==> config.mk <==
export PLATFORM = sky130hd
export DESIGN_NAME = tick_timer_irq
export DESIGN_NICKNAME = d
export VERILOG_FILES = /design/src/rtl/tt_pkg.sv /design/src/rtl/tt_counter.sv /design/src/rtl/tt_pending.sv /design/src/rtl/tt_status.sv /design/src/rtl/tick_timer_irq.sv
export SDC_FILE = /design/constraint.sdc
export NUM_CORES = 1
export LEC_CHECK = 0
export ABC_AREA = 1
export BUFFER_PORTS_ARGS = -buffer_cell sky130_fd_sc_hd__buf_2
export CAP_MARGIN = 10
export CORE_MARGIN = 5
export CORE_UTILIZATION = 35
export CTS_BUF_LIST = sky130_fd_sc_hd__clkbuf_16
export DETAILED_ROUTE_END_ITERATION = 10
export GPL_TIMING_DRIVEN = 0
export SLEW_MARGIN = 10
export SYNTH_ARGS = -nofsm -noshare
export SYNTH_HDL_FRONTEND = slang
export SYNTH_SLANG_ARGS = --single-unit
==> constraint.sdc <==
create_clock -name clk -period 2.3 [get_ports clk]
set_input_delay 0.345 -clock clk [delete_from_list [all_inputs] [get_ports clk]]
set_output_delay 0.345 -clock clk [all_outputs]
set_load 0.05 [all_outputs]
==> src/rtl/tt_pkg.sv <==
package tt_pkg;
  typedef struct packed {
    logic run;
    logic ien;
  } tmr_ctl_t;
endpackage

==> src/rtl/tt_counter.sv <==
module tt_counter #(
  parameter int unsigned CNT_W = 20
) (
  input  logic                clk,
  input  logic                rst_n,
  input  logic                load,
  input  logic [CNT_W-1:0]    load_val,
  input  tt_pkg::tmr_ctl_t    load_ctl,
  input  logic                tick,
  output logic [CNT_W-1:0]    cnt,
  output tt_pkg::tmr_ctl_t    ctl,
  output logic                zero_hit
);
  localparam logic [CNT_W-1:0] ONE = {{(CNT_W-1){1'b0}}, 1'b1};

  logic step;
  assign step     = tick && ctl.run && (cnt != '0) && !load;
  assign zero_hit = step && (cnt == ONE);

  always_ff @(posedge clk or negedge rst_n) begin
    if (!rst_n) begin
      cnt <= '0;
      ctl <= '0;
    end else if (load) begin
      cnt <= load_val;
      ctl <= load_ctl;
    end else if (step) begin
      cnt <= cnt - ONE;
    end
  end
endmodule

==> src/rtl/tt_pending.sv <==
module tt_pending (
  input  logic clk,
  input  logic rst_n,
  input  logic set,
  input  logic clr,
  output logic pend
);
  always_ff @(posedge clk or negedge rst_n) begin
    if (!rst_n)   pend <= 1'b0;
    else if (clr) pend <= 1'b0;
    else if (set) pend <= 1'b1;
  end
endmodule

==> src/rtl/tt_status.sv <==
module tt_status #(
  parameter int unsigned STAT_W    = 8,
  parameter int unsigned EXT_SRC   = 5,
  parameter int unsigned TIMER_SRC = 5
) (
  input  logic [EXT_SRC-1:0] src_req,
  input  logic               tmr_pend,
  output logic [STAT_W-1:0]  status,
  output logic               any
);
  for (genvar i = 0; i < STAT_W; i++) begin : g_bit
    if (i == TIMER_SRC) begin : g_tmr
      assign status[i] = tmr_pend;
    end else if (i < EXT_SRC) begin : g_ext
      assign status[i] = src_req[i];
    end else begin : g_rsv
      assign status[i] = 1'b0;
    end
  end
  assign any = |status;
endmodule

==> src/rtl/tick_timer_irq.sv <==
module tick_timer_irq #(
  parameter int unsigned ADDR_W    = 8,
  parameter int unsigned DATA_W    = 32,
  parameter int unsigned CNT_W     = 20,
  parameter int unsigned RUN_BIT   = 24,
  parameter int unsigned IEN_BIT   = 25,
  parameter int unsigned ACK_BIT   = 26,
  parameter int unsigned EXT_SRC   = 5,
  parameter int unsigned TIMER_SRC = 5,
  parameter int unsigned STAT_W    = 8,
  parameter int unsigned TIMER_OFS = 32'h60,
  parameter int unsigned STAT_OFS  = 32'h64
) (
  input  logic              clk,
  input  logic              rst_n,
  input  logic [ADDR_W-1:0] addr,
  input  logic              wr_en,
  input  logic [DATA_W-1:0] wr_data,
  output logic [DATA_W-1:0] rd_data,
  input  logic              tick,
  input  logic [EXT_SRC-1:0] src_req,
  output logic              irq
);
  localparam logic [ADDR_W-1:0] TMR_A  = ADDR_W'(TIMER_OFS);
  localparam logic [ADDR_W-1:0] STAT_A = ADDR_W'(STAT_OFS);

  logic               tmr_wr;
  logic [CNT_W-1:0]   cnt_q;
  tt_pkg::tmr_ctl_t   ctl_q;
  tt_pkg::tmr_ctl_t   new_ctl;
  logic               zero_hit;
  logic               pend_q;
  logic [STAT_W-1:0]  status;
  logic               unused_wr_bits;

  assign tmr_wr      = wr_en && (addr == TMR_A);
  assign new_ctl.run = wr_data[RUN_BIT];
  assign new_ctl.ien = wr_data[IEN_BIT];
  assign unused_wr_bits = ^wr_data;

  tt_counter #(.CNT_W(CNT_W)) u_cnt (
    .clk      (clk),
    .rst_n    (rst_n),
    .load     (tmr_wr),
    .load_val (wr_data[CNT_W-1:0]),
    .load_ctl (new_ctl),
    .tick     (tick),
    .cnt      (cnt_q),
    .ctl      (ctl_q),
    .zero_hit (zero_hit)
  );

  tt_pending u_pend (
    .clk   (clk),
    .rst_n (rst_n),
    .set   (zero_hit && ctl_q.ien),
    .clr   (tmr_wr && wr_data[ACK_BIT]),
    .pend  (pend_q)
  );

  tt_status #(.STAT_W(STAT_W), .EXT_SRC(EXT_SRC), .TIMER_SRC(TIMER_SRC)) u_stat (
    .src_req  (src_req),
    .tmr_pend (pend_q),
    .status   (status),
    .any      (irq)
  );

  always_comb begin
    rd_data = '0;
    if (addr == TMR_A) begin
      rd_data[CNT_W-1:0] = cnt_q;
      rd_data[RUN_BIT]   = ctl_q.run;
      rd_data[IEN_BIT]   = ctl_q.ien;
    end else if (addr == STAT_A) begin
      rd_data[STAT_W-1:0] = status;
    end
  end
endmodule

==> results.yml <==
yosys:
  synth_top_flop_cell: "dfrtp_1"
  synthXorXnorAreaFrac_pct: 3.98
  synth_area_leader_cell: "dfrtp_1"
  yosysWarnings: 0
  synthSimpleGateAreaFrac_pct: 44.5
  synth_top_family_by_area: "simple AND/OR/NAND/NOR gates"
  synth_fa_ha_area_share_pct: 1.90
  syn_inst: 305
  avgSynthCellArea_um2: 6.49
  yosysTopAreaCellShare_pct: 29.1
  ys_seq_area_share_pct: 29.1
  synth.most_common_cell: "nand2_1"
  synth_edf_count: 0
  muxShareOfSynthArea_pct: 0
  synth_compound_area_share_pct: 6.57
  yosys.cell_types.count: 28
  synthTopCellsByCount: "99 x nand2_1, 45 x nor2_1, 35 x inv_1"
  ys_ff_latch: 23
  synth_area_leaders: "dfrtp_1 29%, nand2_1 19%, nor2_1 8.5%"
  ys_async_sr_fraction_pct: 100
  syn_area_mm2: 0.00198
power:
  cellLeakagePower_nw: 1.38
  power_w: 0.00236
  ir_drop_mv: 0.343
  power_density_mw_per_mm2: 947
setup_path:
  critPathKind: "input pin to output pin"
  critPathLaunch: "addr[3]"
  worst-path-max-fanout: 10
  cpPeakStageDelay_ps: 300
  cp_slowest_cell: "buf_2"
  path_cells: "buf_2 > nor2_1 > nand2_1 > nor2_4 > nand2_1 > clkbuf_1 > o22ai_1 > buf_2"
  r2r_end: "u_cnt.cnt[7]"
  endpoint: "rd_data[4]"
  rrSetupSlack_ps: 500
  crit_required_ps: 1960
  cp-end-kind: "output pin"
  rr_worst_depth: 8
  crit_arrival_ps: 1680
  rr_startpoint: "u_cnt.cnt[1]"
  worstSetupStartpointType: "input pin"
placement:
  place_congestion: 0.867
  hpwl_mm: 4.50
  io_buffers: 62
die:
  die_w_um: 85.2
  core_area_mm2: 0.00551
  initial_core_util_pct: 36.0
  ioPinCount: 82
  dieArea_mm2: 0.00726
  die_h_um: 85.2
  num_rows: 27
routing:
  routed_via_density: 4.51
  ant_nets: 0
  vias: 2037
  wl_per_cell_um: 12.3
  route.detailed.drc: 0
  dr.pass1.iters: 5
  drt_iter0_markers: 74
  wirelength_mm: 5.56
cells_and_area:
  n_fill_cell: 589
  antenna_cells: 0
  nets: 433
  drive_gt1_share_pct: 27.4
  syn2layout_area_growth_pct: 26.0
global_routing:
  grt_max_degree: 24
  grt_pass1_vias: 2030
  grt_overflow_total: 0
  grt_pass1_wl_mm: 9.50
  antenna_found_initial: 0
  grt.total_usage_pct: 16.0
sta:
  rsz0062_at_grt: "no"
  slew_violations: 0
  fin_crit_sh_pct: 88.2
  worstMarginPinSlew_ps: 604
  finalSetupTns_ps: 0
  hold_viol: 0
  relSlewSlack_pct: 59.7
  fin_crit_ps: 2030
  setup_violations: 0
  skew_ps: 2.18
  fmax_mhz: 493
clocking:
  cts_tree: "done"
  clk_path_buf_depth: 2
  clkSinkCount: 23
  cts_setup_buffers: 0
  clock_latency_ps: 260
  ctsResizeCount: 0
  cts_max_level: 1
  cts_buffers: 3
  root_buffer: "clkbuf_16"
  clkTransAtPathRegs_ps: 60
  hold_buffers: 0
outcome:
  status: "complete, no violations"
min_path:
  hold_path.class: "input pin to async pin"
job:
  drv_cap: 0
==> power breakdown <==
group	total [W]	internal [W]	switching [W]
logic	0.00125	0.000439	0.000808
registers	0.000726	0.000551	0.000176
clock network	0.000389	0.000234	0.000155
total	0.00236	0.00122	0.00114
==> cell usage in the layout (no fill, tap or decap), drive strengths merged <==
cell / count
xnor2: 1
conb: 10
nand4: 5
a21oi: 2
dfrtp: 23
ha: 3
nor3b: 1
o22ai: 5
inv: 35
clkbuf: 5
buf: 78
o21ai: 11
clkinv: 2
xor2: 8
nor2: 51
nor4: 1
nand3: 34
nand2: 104
nor3: 1
==> critical path: cells and delay by family <==
family / cells / cell delay [ps]
and+or+nand+nor: 4 / 440
AOI/OAI and AO/OA: 1 / 240
buffers and inverters: 3 / 650
==> state kept, by name (all words and copies together) (netlist names) <==
signal / flops
u_cnt.cnt: 20
u_cnt.ctl: 2
u_pend.pend: 1
==> worst min-delay path by stage <==
stage	startpoint	slack (ps)	endpoint
4_1_cts	rst_n	90	u_cnt.cnt[19]
3_5_place_dp	rst_n	370	u_cnt.cnt[8]
5_1_grt	rst_n	130	u_cnt.cnt[8]
3_3_place_gp	rst_n	370	u_cnt.cnt[7]
6_report	rst_n	70	u_cnt.cnt[8]
2_1_floorplan	rst_n	50	u_cnt.cnt[0]
==> cell type report <==
class	count	area [um2]	share of cell area [%]
timing repair buffer	62	310	12.4
sequential	23	576	23.1
clock buffer	3	75.1	3.01
inverter	36	136	5.47
multi-input combinational	237	1160	46.7
buffer	18	138	5.52
clock inverter	1	5.00	0.201
tap	72	90.1	3.61
==> metal layers <==
layer	GRT usage [%]	up-vias	wire length [um]
li1	-	1081	-
met1	21.9	890	2600
met2	26.5	62	2590
met3	2.82	4	320
met4	3.45	0	49
met5	0	-	0
==> cell families after synthesis <==
family | after synthesis
AND/OR/NAND/NOR | 197
other | 1
adder cells (fa/ha/maj) | 3
XOR/XNOR | 9
flip-flops | 23
buffers and inverters | 54
AO/OA/AOI/OAI | 18
==> through the flow <==
stage | hold slack, ps | std cells | setup slack, ps | utilization (%) | area (um2)
after floorplan | 49.4 | 314 | 209 | - | 2010
after CTS | 90.4 | 452 | 262 | 45.3 | 2490
after global routing | 132 | 452 | 114 | 45.3 | 2490
after detailed placement | 370 | 448 | 245 | 43.9 | 2410
after global placement | 367 | 448 | 259 | 43.9 | 2410
final | 65.9 | 452 | 272 | 45.3 | 2490
No activity file was read; power rests on OpenSTA's default activity.
